--- src/rtl/tmr_pkg.sv ---
package tmr_pkg;
  localparam int DATA_W    = 32;
  localparam int VEC_W     = 8;
  localparam int SHIFT_W   = 3;
  localparam int MASK_POS  = 16;
  localparam int PER_POS   = 17;

  typedef enum logic [1:0] {
    SEL_INIT  = 2'd0,
    SEL_DIV   = 2'd1,
    SEL_ENTRY = 2'd2,
    SEL_COUNT = 2'd3
  } tmr_sel_e;

  localparam logic [DATA_W-1:0] ENTRY_RESET = DATA_W'(1) << MASK_POS;
endpackage

--- src/rtl/tmr_prescaler.sv ---
module tmr_prescaler #(
  parameter int SHIFT_W = 3
) (
  input  logic               clk,
  input  logic               rst,
  input  logic               clear,
  input  logic [SHIFT_W-1:0] shift,
  output logic               tick
);
  localparam int PRE_W = (1 << SHIFT_W) - 1;

  logic [PRE_W-1:0] pre_q;
  logic [PRE_W-1:0] low_mask;

  assign low_mask = ~({PRE_W{1'b1}} << shift);
  assign tick     = !clear && ((pre_q & low_mask) == low_mask);

  always_ff @(posedge clk) begin
    if (rst || clear) pre_q <= '0;
    else              pre_q <= pre_q + PRE_W'(1);
  end

  // above divide-by-1, ticks are separated by at least one idle clock
  assert_tick_spacing_R2: assert property (@(posedge clk) disable iff (rst)
    (tick && shift != '0) |=> (!tick || shift == '0));
endmodule

--- src/rtl/tmr_counter.sv ---
module tmr_counter #(
  parameter int CNT_W = 32
) (
  input  logic             clk,
  input  logic             rst,
  input  logic             load,
  input  logic [CNT_W-1:0] load_val,
  input  logic             tick,
  input  logic             periodic,
  output logic [CNT_W-1:0] init_q,
  output logic [CNT_W-1:0] cur_q,
  output logic             expire
);
  logic armed_q;
  logic at_zero;

  assign at_zero = (cur_q == '0);
  assign expire  = tick && !load && at_zero &&
                   (periodic ? (init_q != '0) : armed_q);

  always_ff @(posedge clk) begin
    if (rst) begin
      init_q  <= '0;
      cur_q   <= '0;
      armed_q <= 1'b0;
    end else if (load) begin
      init_q  <= load_val;
      cur_q   <= load_val;
      armed_q <= 1'b1;
    end else if (tick) begin
      if (!at_zero)      cur_q <= cur_q - CNT_W'(1);
      else if (periodic) cur_q <= init_q;
      if (expire && !periodic) armed_q <= 1'b0;
    end
  end

  // the running count stays within the programmed range
  assert_count_bounded_R4: assert property (@(posedge clk) disable iff (rst)
    cur_q <= init_q);
  // a one-shot expiry leaves the counter disarmed
  assert_oneshot_once_R5: assert property (@(posedge clk) disable iff (rst)
    (expire && !periodic) |=> !armed_q);
  // periodic with zero initial count never expires
  assert_periodic_zero_R7: assert property (@(posedge clk) disable iff (rst)
    (periodic && init_q == '0) |-> !expire);
endmodule

--- src/rtl/irq_countdown_timer.sv ---
module irq_countdown_timer
  import tmr_pkg::*;
(
  input  logic              clk,
  input  logic              rst,
  input  logic              wr_en,
  input  logic [1:0]        reg_sel,
  input  logic [DATA_W-1:0] wr_data,
  output logic [DATA_W-1:0] rd_data,
  output logic              irq_req,
  output logic [VEC_W-1:0]  irq_vector
);
  logic [SHIFT_W-1:0] div_code_q;
  logic [VEC_W-1:0]   vec_q;
  logic               mask_q;
  logic               per_q;
  logic [SHIFT_W-1:0] shift;
  logic               load;
  logic               tick;
  logic               expire;
  logic [DATA_W-1:0]  init_q;
  logic [DATA_W-1:0]  cur_q;
  logic [DATA_W-1:0]  div_view;
  logic [DATA_W-1:0]  entry_view;

  assign load  = wr_en && (tmr_sel_e'(reg_sel) == SEL_INIT);
  assign shift = div_code_q + SHIFT_W'(1);

  always_ff @(posedge clk) begin
    if (rst) begin
      div_code_q <= '0;
      vec_q      <= '0;
      mask_q     <= 1'b1;
      per_q      <= 1'b0;
    end else if (wr_en) begin
      case (tmr_sel_e'(reg_sel))
        SEL_DIV:   div_code_q <= {wr_data[3], wr_data[1], wr_data[0]};
        SEL_ENTRY: begin
          vec_q  <= wr_data[VEC_W-1:0];
          mask_q <= wr_data[MASK_POS];
          per_q  <= wr_data[PER_POS];
        end
        default: ;
      endcase
    end
  end

  tmr_prescaler #(.SHIFT_W(SHIFT_W)) u_pre (
    .clk(clk), .rst(rst), .clear(load), .shift(shift), .tick(tick)
  );

  tmr_counter #(.CNT_W(DATA_W)) u_cnt (
    .clk(clk), .rst(rst), .load(load), .load_val(wr_data), .tick(tick),
    .periodic(per_q), .init_q(init_q), .cur_q(cur_q), .expire(expire)
  );

  always_comb begin
    div_view    = '0;
    div_view[3] = div_code_q[2];
    div_view[1] = div_code_q[1];
    div_view[0] = div_code_q[0];
    entry_view  = '0;
    entry_view[VEC_W-1:0] = vec_q;
    entry_view[MASK_POS]  = mask_q;
    entry_view[PER_POS]   = per_q;
  end

  always_ff @(posedge clk) begin
    if (rst) begin
      rd_data    <= '0;
      irq_req    <= 1'b0;
      irq_vector <= '0;
    end else begin
      case (tmr_sel_e'(reg_sel))
        SEL_INIT:  rd_data <= init_q;
        SEL_DIV:   rd_data <= div_view;
        SEL_ENTRY: rd_data <= entry_view;
        default:   rd_data <= cur_q;
      endcase
      irq_req    <= expire && !mask_q;
      irq_vector <= vec_q;
    end
  end

  // every request lasts exactly one clock
  assert_pulse_width_R9: assert property (@(posedge clk) disable iff (rst)
    irq_req |=> !irq_req);
endmodule

--- config.mk ---
export PLATFORM = sky130hd
export DESIGN_NAME = irq_countdown_timer
export DESIGN_NICKNAME = d
export VERILOG_FILES = /design/src/rtl/tmr_pkg.sv /design/src/rtl/tmr_prescaler.sv /design/src/rtl/tmr_counter.sv /design/src/rtl/irq_countdown_timer.sv
export SDC_FILE = /design/constraint.sdc
export NUM_CORES = 1
export LEC_CHECK = 0
export ABC_AREA = 1
export BUFFER_PORTS_ARGS = -buffer_cell sky130_fd_sc_hd__buf_2
export CORE_MARGIN = 2
export CORE_UTILIZATION = 50
export DETAILED_ROUTE_END_ITERATION = 6
export MAX_ROUTING_LAYER = met4
export PLACE_DENSITY = 0.79
export SLEW_MARGIN = 20
export SYNTH_ARGS = -nofsm -noshare
export SYNTH_HDL_FRONTEND = slang
export SYNTH_SLANG_ARGS = --single-unit
--- constraint.sdc ---
create_clock -name clk -period 3.45 [get_ports clk]
set_input_delay 0.69 -clock clk [delete_from_list [all_inputs] [get_ports clk]]
set_output_delay 0.69 -clock clk [all_outputs]
set_load 0.03 [all_outputs]
# == Word-level counts from Yosys, hierarchy flattened ==
# Index checks and enable logic that the tools add are counted.
# op_classes
n_addsub,3
eq_ne,4
shifts,1
muxes,9
bitwise,2
reduce_logical,20
# op_table
operator,n
32-bit two-way mux,4
32-bit one-hot mux with 3 select lines,1
32-bit logical NOT,1
32-bit nonzero test,1
32-bit by 1-bit subtractor with 32-bit output (second input constant),1
2-bit AND reduction,4
7-bit by 1-bit adder with 7-bit output (second input constant),1
7-bit bitwise AND,1
7-bit == test,1
1-bit logical AND,7
7-bit NOT,1
7-bit by 3-bit << shifter with 7-bit output (first input constant),1
1-bit two-way mux,4
2-bit nonzero test,2
3-bit by 1-bit adder with 3-bit output (second input constant),1
1-bit logical NOT,3
3-bit by 2-bit inequality test with 1-bit output (second input constant),1
2-bit by 1-bit == test with 1-bit output (second input constant),1
2-bit == test (second input constant),1
2-bit logical NOT,1
1-bit logical OR,1
# totals
register_bits,126
in_bits,37
out_inout_bits,41
elab_cells,50

# == Logic depth before layout (Yosys ltp) ==
# Gate-level depths: netlist of run 1.
# depth
ltp_word,13
ltp_mapped,14
depth_no_buf,14

# == By module ==
# Synthesis of run 1 repeated with hierarchy kept, for this count alone.
# hier_totals
cells_unflattened,1024
hier_area_um2,6558.8
# by_module_without_submodules
module,n_inst,cells_per_inst,area_per_inst_um2,seq_area_each_um2
tmr_counter,1,688,4147.7,1301.2
irq_countdown_timer,1,284,2069.5,1081.0
tmr_prescaler,1,52,341.6,140.1

# == Worst setup path after synthesis of run 1 ==
# No wires, ideal clock.
# synth_path
path_kind,input to register
start,input reg_sel[1]
end,register vec_q[5]
arrival_time_ns,1.691
t_required_ns,3.322
path_slack_ns,1.631
cell_stages,8
n_path_buf,1
cell_sequence,inv_1 -> nor2_2 -> inv_1 -> nor2_2 -> inv_1 -> clkbuf_1 -> o21ai_0 -> a21oi_1
# synth_between
elab_chain_cells,2
# synth_lines
item,line,rtl
start: declaration,irq_countdown_timer.sv:7,"input logic [1:0] reg_sel,"
2-bit == test,irq_countdown_timer.sv:36,case (tmr_sel_e'(reg_sel))
2-bit AND reduction (no source line),n/a,
end signal: assignment,irq_countdown_timer.sv:39,vec_q <= wr_data[VEC_W-1:0];
end: declaration,irq_countdown_timer.sv:14,logic [VEC_W-1:0] vec_q;
# No other way between the ends.
# A chain may end at the register's enable or synchronous reset.

# == Worst setup path in the final report of run 1 ==
# layout_path
start,register div_code_q[1]
end,register u_cnt.cur_q[3]
# layout_between
elab_chain_cells,8
# layout_lines
item,line,rtl
start: declaration,irq_countdown_timer.sv:13,logic [SHIFT_W-1:0] div_code_q;
start signal: assignment,irq_countdown_timer.sv:37,"SEL_DIV: div_code_q <= {wr_data[3], wr_data[1], wr_data[0]};"
3-bit by 1-bit adder with 3-bit output (*),irq_countdown_timer.sv:27,assign shift = div_code_q + SHIFT_W'(1);
7-bit by 3-bit << shifter with 7-bit output (*),tmr_prescaler.sv:15,assign low_mask = ~({PRE_W{1'b1}} << shift);
7-bit NOT (*),tmr_prescaler.sv:15,
7-bit bitwise AND,tmr_prescaler.sv:16,assign tick = !clear && ((pre_q & low_mask) == low_mask);
7-bit == test (*),tmr_prescaler.sv:16,
1-bit logical AND (*),tmr_prescaler.sv:16,
2-bit nonzero test (no source line) (*),n/a,
2-bit AND reduction (no source line) (*),n/a,
end signal: assignment,tmr_counter.sv:28,cur_q <= load_val;
end signal: assignment,tmr_counter.sv:31,if (!at_zero) cur_q <= cur_q - CNT_W'(1);
end signal: assignment,tmr_counter.sv:32,else if (periodic) cur_q <= init_q;
end: declaration,tmr_counter.sv:11,"output logic [CNT_W-1:0] cur_q,"
# Every way passes the cells marked *; elsewhere a longest branch is shown, timed or not.

==> results of run 1 <==
-- flip-flops by register name, indices dropped and copies added (netlist names) --
signal / count
rd_data: 32
u_cnt.cur_q: 32
u_cnt.init_q: 32
irq_vector: 8
vec_q: 8
u_pre.pre_q: 7
div_code_q: 3
irq_req: 1
mask_q: 1
per_q: 1
u_cnt.armed_q: 1
-- per-layer routing --
metal,track usage,wire (um),vias up
li1,-,-,3099
met2,0.420,7690,211
met3,0.0564,1000,30
met5,-,0,-
met4,0.104,360,0
met1,0.326,7370,2877
-- through the flow --
step | std cells | hold slack, ns | instance area, um^2 | utilization | setup WS, ns
finish | 1136 | 0.453 | 7230 | 0.602 | 0.976
global route | 1136 | 0.471 | 7230 | 0.602 | 0.671
CTS | 1136 | 0.456 | 7230 | 0.602 | 1.00
detailed placement | 1104 | 0.443 | 6620 | 0.551 | 0.978
global placement | 1104 | 0.439 | 6620 | 0.551 | 1.04
floorplan | 909 | 0.422 | 6170 | - | 1.63
-- worst register-to-register path: stages, from the launching register on --
cell     delay, ns
dfxtp_1       0.36
ha_1          0.17
inv_1         0.05
ha_1          0.29
o21ai_0       0.18
nand2_1       0.08
nand4_1       0.18
nand2_1       0.12
nand2_4       0.32
inv_2         0.30
o21ai_0       0.24
nand2_1       0.07
nand2_1       0.06
-- power by group through the flow --
stage | logic, mW | registers (mW) | clock network (mW)
3_5_place_dp | 0.936 | 1.67 | 0
5_1_grt | 1.09 | 1.66 | 1.91
2_1_floorplan | 0.706 | 1.68 | 0
3_3_place_gp | 0.919 | 1.67 | 0
4_1_cts | 0.944 | 1.64 | 1.85
6_report | 0.955 | 1.65 | 1.84
-- cells in the final DEF, fill, tap and decap left out, types with 3 or more instances in the layout --
master and instances:
o221ai_1 3, o21ai_1 24, nand4_1 8, nand2_1 192, buf_2 77, nand3b_1 5, nor2_1 104, clkinv_2 3
inv_2 3, nor3_1 9, bufinv_16 3, nand2_2 5, nor4_1 4, nor2_4 3, ha_1 7, buf_4 10
a31oi_1 4, o21ai_0 67, clkbuf_16 17, o22ai_1 9, dfxtp_1 126, clkinvlp_4 3, nand3_1 47, clkbuf_8 3
nor2_2 8, inv_1 103, xor2_1 8, a21oi_1 114
-- final cells by class --
class / count / area share
clock inverters: 10 / 0.0189
repair buffers: 87 / 0.0637
inverters: 108 / 0.0561
clock buffers: 22 / 0.0656
flip-flops and latches: 126 / 0.349
multi-input cells: 636 / 0.421
well taps: 147 / 0.0255
-- path summary, 6_finish.rpt --
check | end | startpoint | depth (start not counted) | slack (ns)
setup / recovery | u_cnt.cur_q[3]$_SDFFE_PP0P_ | div_code_q[1]$_SDFFE_PP0P_ | 12 | 0.98
hold / removal | irq_vector[6]$_SDFF_PP0_ | vec_q[6]$_SDFFE_PP0P_ | 2 | 0.45
setup reg to reg | u_cnt.cur_q[3]$_SDFFE_PP0P_ | div_code_q[1]$_SDFFE_PP0P_ | 12 | 0.98
hold reg to reg | irq_vector[6]$_SDFF_PP0_ | vec_q[6]$_SDFFE_PP0P_ | 2 | 0.45
-- cells by family (layout without fill, tap and decap cells) --
logic type / count (synthesis) / count (layout) / synth area share
adder cells (fa/ha/maj): 7 / 7 / 0.0142
AO/OA/AOI/OAI: 230 / 230 / 0.195
flip-flops: 126 / 126 / 0.409
AND/OR/NAND/NOR: 389 / 389 / 0.269
buffers and inverters: 147 / 227 / 0.0978
XOR/XNOR: 10 / 10 / 0.0142
==> impl_metrics.toml, run 1 <==
[synthesis]
synthFlopType = "dfxtp_1"
avgSynthCellArea_um2 = 6.78
synth.top_cells.by_count = "nand2_1, dfxtp_1, a21oi_1"
synth_seq_area_share = 0.409
yosysMostFrequentCell = "nand2_1"
synth_top_cell_area_share = 0.409
yosys_warnings = 0
syn_area_um2 = 6170
async_reset_ff_frac = 0
synth_seq_cells = 126
synth-edff-count = 0
synth_cells = 909
synth_cell_types = 38
ys_top_cells_by_area = "dfxtp_1, nand2_1, a21oi_1"
synth_top_area_cell = "dfxtp_1"
syn_nets = 953

[pwr]
p_leak_nw = 3.20
seqPwrFrac = 0.371
comb_power_share = 0.215
switching_power_mw = 1.39
clockPowerShare = 0.414
power_mw = 4.44
intPower_mw = 3.05
irDropWorstVdd_mv = 0.329
power.density_nw_per_um2 = 614
p_sw_frac = 0.313

[worst_setup_path]
crit_path_start_kind = "register"
crit_path_top_delay_cell = "dfxtp_1"
setup.worst_path.class = "register to register"
cpMostUsedCell = "nand2_1"
cpPeakStageDelay_ns = 0.36
cp_top_family = "simple AND/OR/NAND/NOR gates"
crit_fanout = 32
critPathCaptureType = "register"
path_buf_inv = 2
crit_required_ns = 3.82
worstPathCellList = "ha_1 > inv_1 > ha_1 > o21ai_0 > nand2_1 > nand4_1 > nand2_1 > nand2_4 > inv_2 > o21ai_0 > nand2_1 > nand2_1"
cp_data_arrival_time_ns = 2.85

[routing]
drc_errors = 0
dr_total_vias = 6217
drt_iter0_markers = 502
wl_per_cell_um = 14.5
drt.antenna.violating_nets = 0
via_per_inst = 5.47
drt_wl_total_um = 16400
dr.pass1.iters = 5

[finish]
register_area_um2 = 2520
area_delta_synth_final_pct = 17.2
antenna-diode-count = 0
multi_input_area_um2 = 3040
drive_gt1_frac = 0.142
nFillCells = 1102
fin_nets = 1020

[global_route]
globalRouteTotalUtil = 0.263
grt_pass1_wl_um = 26700
grt_max_degree = 43
grt_pass1_vias = 5614
antenna_found_initial = 0
gr-total-overflow = 0

[outcome]
status = "finished clean"

[timing]
tightestPinTransition_ns = 0.565
slew_viol_final = 0
fin_worst_skew_ns = 0.0106
max_freq_mhz = 404
post-route-period-util = 0.717
fin_tns_setup_ns = 0
min_period_ns = 2.47
setup_viol = 0
slew_headroom = 0.622
rsz0062_at_grt = "false"
finalHoldViolCount = 0

[cts]
clk_pin_slew_worst_paths_ns = 0.06
holdBufCountCts = 0
ctsLongestPathBuffers = 2
numCtsBuffers = 17
cts-htree-levels = 4
worst_skew_pair.late_latency_ns = 0.43
cts_resized = 0
cts.sinks = 126
postCtsSetupRepairBufs = 0
cts_tree = "done"
root_buffer = "clkbuf_16"

[place]
place_congestion = 0.949
place_hpwl_um = 11500
io_buffers = 77

[floorplanning]
dieWidth_um = 115
io_pins = 78
fp.dieH_um = 115
start_util = 0.513
num_rows = 40
die_area_um2 = 13200
core_um2 = 12000

[flow_run]
maxCapViolCount = 0

[worst_hold_path]
hold_class = "register to register"
No activity file was read; power rests on OpenSTA's default activity.
==> run 2, diff against run 1 <==
--- a/config.mk
+++ b/config.mk
@@ -11,7 +11,7 @@
 export CORE_UTILIZATION = 50
 export DETAILED_ROUTE_END_ITERATION = 6
 export MAX_ROUTING_LAYER = met4
-export PLACE_DENSITY = 0.79
+export PLACE_DENSITY = 0.82
 export SLEW_MARGIN = 20
 export SYNTH_ARGS = -nofsm -noshare
 export SYNTH_HDL_FRONTEND = slang
==> constraint.sdc (replaced) <==
create_clock -name clk -period 2.25 [get_ports clk]
set_input_delay 0.45 -clock clk [delete_from_list [all_inputs] [get_ports clk]]
set_output_delay 0.45 -clock clk [all_outputs]
set_load 0.03 [all_outputs]
==> impl_metrics.toml, run 2 (synthesis results as in run 1) <==
[outcome]
status = "finished clean"

[routing]
via_per_inst = 5.58
dr_total_vias = 6391
wl_per_cell_um = 14.9
drt_wl_total_um = 17100
dr.pass1.iters = 7
drc_errors = 0
drt_iter0_markers = 541
drt.antenna.violating_nets = 0

[worst_setup_path]
setup.worst_path.class = "register to register"
cp_data_arrival_time_ns = 2.35
crit_path_top_delay_cell = "dfxtp_1"
r2r_setup_slack_ns = 0.20
crit_path_start_kind = "register"
critPathCaptureType = "register"
worstPathCellList = "ha_2 > inv_1 > ha_1 > inv_1 > o21ai_0 > nand4_1 > nand2_2 > nand2_4 > buf_6 > nand2_1 > nand2_1 > nor2_1 > nor2_1"
cpPeakStageDelay_ns = 0.35
crit_required_ns = 2.55
crit_fanout = 15

[pwr]
power.density_nw_per_um2 = 957
power_mw = 7.07
irDropWorstVdd_mv = 0.524
switching_power_mw = 2.23
comb_power_share = 0.219
clockPowerShare = 0.425
seqPwrFrac = 0.356
p_leak_nw = 3.28
p_sw_frac = 0.315
intPower_mw = 4.84

[flow_run]
maxCapViolCount = 0

[floorplanning]
fp.dieH_um = 115
io_pins = 78
dieWidth_um = 115
core_um2 = 12000
die_area_um2 = 13200
start_util = 0.513
num_rows = 40

[finish]
final_cell_mix = "nand2_1, dfxtp_1, a21oi_1"
largestRegisters = "rd_data: 32 flops, u_cnt.cur_q: 32 flops, u_cnt.init_q: 32 flops"
nFillCells = 1056
drive_gt1_frac = 0.155
fin_nets = 1030
final_common_cell = "nand2_1"
antenna-diode-count = 0
area_delta_synth_final_pct = 19.9
design_area_um2 = 7390
finalNonFillerCells = 1146

[timing]
tightestPinTransition_ns = 0.594
finalWorstSetupSlack_ns = 0.199
max_freq_mhz = 487
fin_tns_setup_ns = 0
slew_viol_final = 0
rsz0062_at_grt = "false"
post-route-period-util = 0.912
finalHoldViolCount = 0
slew_headroom = 0.600
fin_worst_skew_ns = 0.00575
min_period_ns = 2.05
setup_viol = 0

[cts]
cts-htree-levels = 4
ctsLongestPathBuffers = 2
clk_pin_slew_worst_paths_ns = 0.06
cts.sinks = 126
numCtsBuffers = 17
cts_tree = "done"
root_buffer = "clkbuf_16"
worst_skew_pair.late_latency_ns = 0.42

[place]
place_hpwl_um = 11600
postPlaceCellArea_um2 = 6690
dpl.cell_count = 1111
place_congestion = 0.945
post-place-ws_ns = 0.124
io_buffers = 77

[global_route]
grt_pass1_vias = 5985
gr-total-overflow = 0
globalRouteTotalUtil = 0.276
antenna_found_initial = 0
grt_pass1_wl_um = 28200
grt_max_degree = 68

[worst_hold_path]
hold_class = "primary input to register"
run 2: changes by cell type in the layout (fill, tap and decap cells not counted), sizes merged:
cell and delta:
clkbuf -2, buf +10, clkinv -1, inv +2, bufinv +1
run 2: worst max-delay path, delay by kind of cell (launching register included):
family / cells / cell delay (ns)
AND/OR/NAND/NOR: 7 / 0.75
adder cells (fa/ha/maj): 2 / 0.51
flip-flops: 1 / 0.35
buffers and inverters: 3 / 0.26
AO/OA/AOI/OAI: 1 / 0.06
run 2: through the flow:
stage / util / hold slack (ns)
final: 0.615 / 0.268
after global routing: 0.615 / 0.285
after CTS: 0.611 / 0.268
after detailed placement: 0.557 / 0.438
after global placement: 0.557 / 0.438
after floorplan: - / 0.422
run 2: layer usage:
layer	wire length, um	part of all wire	GRT usage
met1	7210	0.42	0.337
met2	8070	0.47	0.440
met3	1280	0.075	0.0532
met4	534	0.031	0.130
met5	0	0	-
run 2: layout make-up:
type | instances | area, um^2 | area share
Multi-Input combinational cell | 636 | 3060 | 0.413
Sequential cell | 126 | 2520 | 0.341
Timing Repair Buffer | 97 | 568 | 0.0769
Clock buffer | 20 | 467 | 0.0631
Inverter | 108 | 410 | 0.0555
Tap cell | 147 | 184 | 0.0249
Clock inverter | 12 | 183 | 0.0247
run 2: what timing repair did:
item                                    CTS  global route
resized for setup                         0            10
endpoints found under the setup margin    0            31
buffers inserted                          0             3
hold buffers                              0             0
run 2: final timing paths:
kind	start	end	cells past startpoint
max	div_code_q[0]$_SDFFE_PP0P_	u_cnt.cur_q[6]$_SDFFE_PP0P_	13
min	wr_data[16]	mask_q$_SDFFE_PP1P_	3
max reg2reg	div_code_q[0]$_SDFFE_PP0P_	u_cnt.cur_q[6]$_SDFFE_PP0P_	13
min reg2reg	vec_q[4]$_SDFFE_PP0P_	irq_vector[4]$_SDFF_PP0_	2
run 2: power groups by stage:
stage / combinational (mW) / clock [mW] / sequential (mW)
finish: 1.55 / 3.01 / 2.52
CTS: 1.51 / 3.01 / 2.51
floorplan: 1.08 / 0 / 2.57
global placement: 1.46 / 0 / 2.55
detailed placement: 1.49 / 0 / 2.56
global route: 1.76 / 3.12 / 2.53
==> run 3, diff against run 2 <==
--- a/config.mk
+++ b/config.mk
@@ -9,9 +9,11 @@
 export BUFFER_PORTS_ARGS = -buffer_cell sky130_fd_sc_hd__buf_2
 export CORE_MARGIN = 2
 export CORE_UTILIZATION = 50
+export CTS_CLUSTER_DIAMETER = 200
 export DETAILED_ROUTE_END_ITERATION = 6
 export MAX_ROUTING_LAYER = met4
 export PLACE_DENSITY = 0.82
+export REMOVE_ABC_BUFFERS = 1
 export SLEW_MARGIN = 20
 export SYNTH_ARGS = -nofsm -noshare
 export SYNTH_HDL_FRONTEND = slang
==> impl_metrics.toml, run 3 (synthesis results as in run 1) <==
[routing]
drt.antenna.violating_nets = 0
dr_total_vias = 6237
via_per_inst = 5.42
drt_wl_total_um = 17200
dr.pass1.iters = 7
drc_errors = 0
drt_iter0_markers = 574
wl_per_cell_um = 14.9

[finish]
nFillCells = 1117
drive_gt1_frac = 0.154
antenna-diode-count = 0
final_common_cell = "nand2_1"
final_cell_mix = "nand2_1, dfxtp_1, a21oi_1"
area_delta_synth_final_pct = 19.3
largestRegisters = "rd_data: 32 flops, u_cnt.cur_q: 32 flops, u_cnt.init_q: 32 flops"
fin_nets = 1035

[place]
place_congestion = 0.949
place_hpwl_um = 12000
io_buffers = 77
post-place-ws_ns = 0.0978

[floorplanning]
die_area_um2 = 13200
start_util = 0.513
fp.dieH_um = 115
num_rows = 40
dieWidth_um = 115
core_um2 = 12000
io_pins = 78

[worst_setup_path]
cp_data_arrival_time_ns = 2.41
cp_top_family = "simple AND/OR/NAND/NOR gates"
crit_required_ns = 2.61
crit_fanout = 9
cpPeakStageDelay_ns = 0.32
path_buf_inv = 3
setup.worst_path.class = "register to register"
critPathCaptureType = "register"
cpMostUsedCell = "nor2_1"
crit_path_start_kind = "register"
crit_path_top_delay_cell = "dfxtp_1"
worstPathCellList = "inv_1 > ha_1 > inv_1 > nor2_1 > nand2_1 > nor2_1 > nand2_1 > nor2_4 > buf_4 > a21oi_1 > o21ai_0 > nor2_1 > nor2_1"

[outcome]
status = "finished clean"

[timing]
whs_ns = 0.256
rsz0062_at_grt = "false"
finalWorstSetupSlack_ns = 0.204
fin_tns_setup_ns = 0
slew_viol_final = 0
tightestPinTransition_ns = 0.509
slew_headroom = 0.660
post-route-period-util = 0.909
min_period_ns = 2.05
finalHoldViolCount = 0
fin_worst_skew_ns = 0.00885
setup_viol = 0
max_freq_mhz = 489

[pwr]
comb_power_share = 0.226
seqPwrFrac = 0.366
p_leak_nw = 3.28
switching_power_mw = 2.20
irDropWorstVdd_mv = 0.682
power.density_nw_per_um2 = 934
clockPowerShare = 0.408
power_mw = 6.87
intPower_mw = 4.67
p_sw_frac = 0.320

[cts]
root_buffer = "clkbuf_16"
clk_pin_slew_worst_paths_ns = 0.06
worst_skew_pair.late_latency_ns = 0.43
postCtsSetupRepairBufs = 0
cts.sinks = 126
numCtsBuffers = 17
cts_tree = "done"
cts-htree-levels = 4
ctsLongestPathBuffers = 2

[global_route]
grt_pass1_wl_um = 27800
gr-total-overflow = 0
grt_pass1_vias = 5848
grt_max_degree = 42
globalRouteTotalUtil = 0.274
antenna_found_initial = 0

[worst_hold_path]
hold_class = "primary input to register"

[flow_run]
maxCapViolCount = 0
## run 3: per-stage QoR
| stage | instance area, um^2 | cells | util |
|---|---|---|---|
| 2_1_floorplan | 5970 | 870 | - |
| 3_3_place_gp | 6740 | 1119 | 0.561 |
| 3_5_place_dp | 6740 | 1119 | 0.561 |
| 4_1_cts | 7350 | 1151 | 0.612 |
| 5_1_grt | 7360 | 1151 | 0.613 |
| 6_report | 7360 | 1151 | 0.613 |
## run 3: metal layers
metal / track usage / wire [um] / vias up
met3: 0.0596 / 1140 / 35
met4: 0.109 / 413 / 0
met5: - / 0 / -
met1: 0.348 / 7700 / 2855
li1: - / - / 3130
met2: 0.426 / 7940 / 217
## run 3: worst register-to-register path: cells and delay by family, from the launching register on
| family | cells | cell delay [ns] |
|---|---|---|
| AO/OA/AOI/OAI | 2 | 0.25 |
| adder cells (fa/ha/maj) | 1 | 0.21 |
| buffers and inverters | 3 | 0.40 |
| flip-flops | 1 | 0.32 |
| AND/OR/NAND/NOR | 7 | 0.83 |
## run 3: layout make-up
class / instances / area (um^2) / share of cell area
clock buffer: 20 / 447 / 0.0607
clock inverter: 12 / 161 / 0.0219
inverter: 108 / 410 / 0.0558
multi-input combinational: 636 / 3040 / 0.414
sequential: 126 / 2520 / 0.343
tap: 147 / 184 / 0.0250
timing repair buffer: 102 / 589 / 0.0801
## run 3: what timing repair did
item,4_1_cts,5_1_grt
resized for setup,0,4
setup endpoints to repair,0,26
hold buffers,0,0
## run 3: path summary, 6_finish.rpt
kind | slack [ns] | endpoint | depth (start not counted) | startpoint
worst min-delay path | 0.26 | u_cnt.init_q[10]$_SDFFE_PP0P_ | 3 | wr_data[10]
worst min register to register | 0.45 | irq_vector[4]$_SDFF_PP0_ | 2 | vec_q[4]$_SDFFE_PP0P_
worst max-delay path | 0.20 | u_cnt.cur_q[12]$_SDFFE_PP0P_ | 13 | u_cnt.cur_q[0]$_SDFFE_PP0P_
worst max register to register | 0.20 | u_cnt.cur_q[12]$_SDFFE_PP0P_ | 13 | u_cnt.cur_q[0]$_SDFFE_PP0P_
## run 3: power groups by stage
stage	clock [mW]	sequential, mW	combinational [mW]
floorplan	0	2.57	1.03
global placement	0	2.56	1.50
detailed placement	0	2.56	1.51
CTS	2.84	2.51	1.52
global route	2.93	2.54	1.74
finish	2.80	2.52	1.55
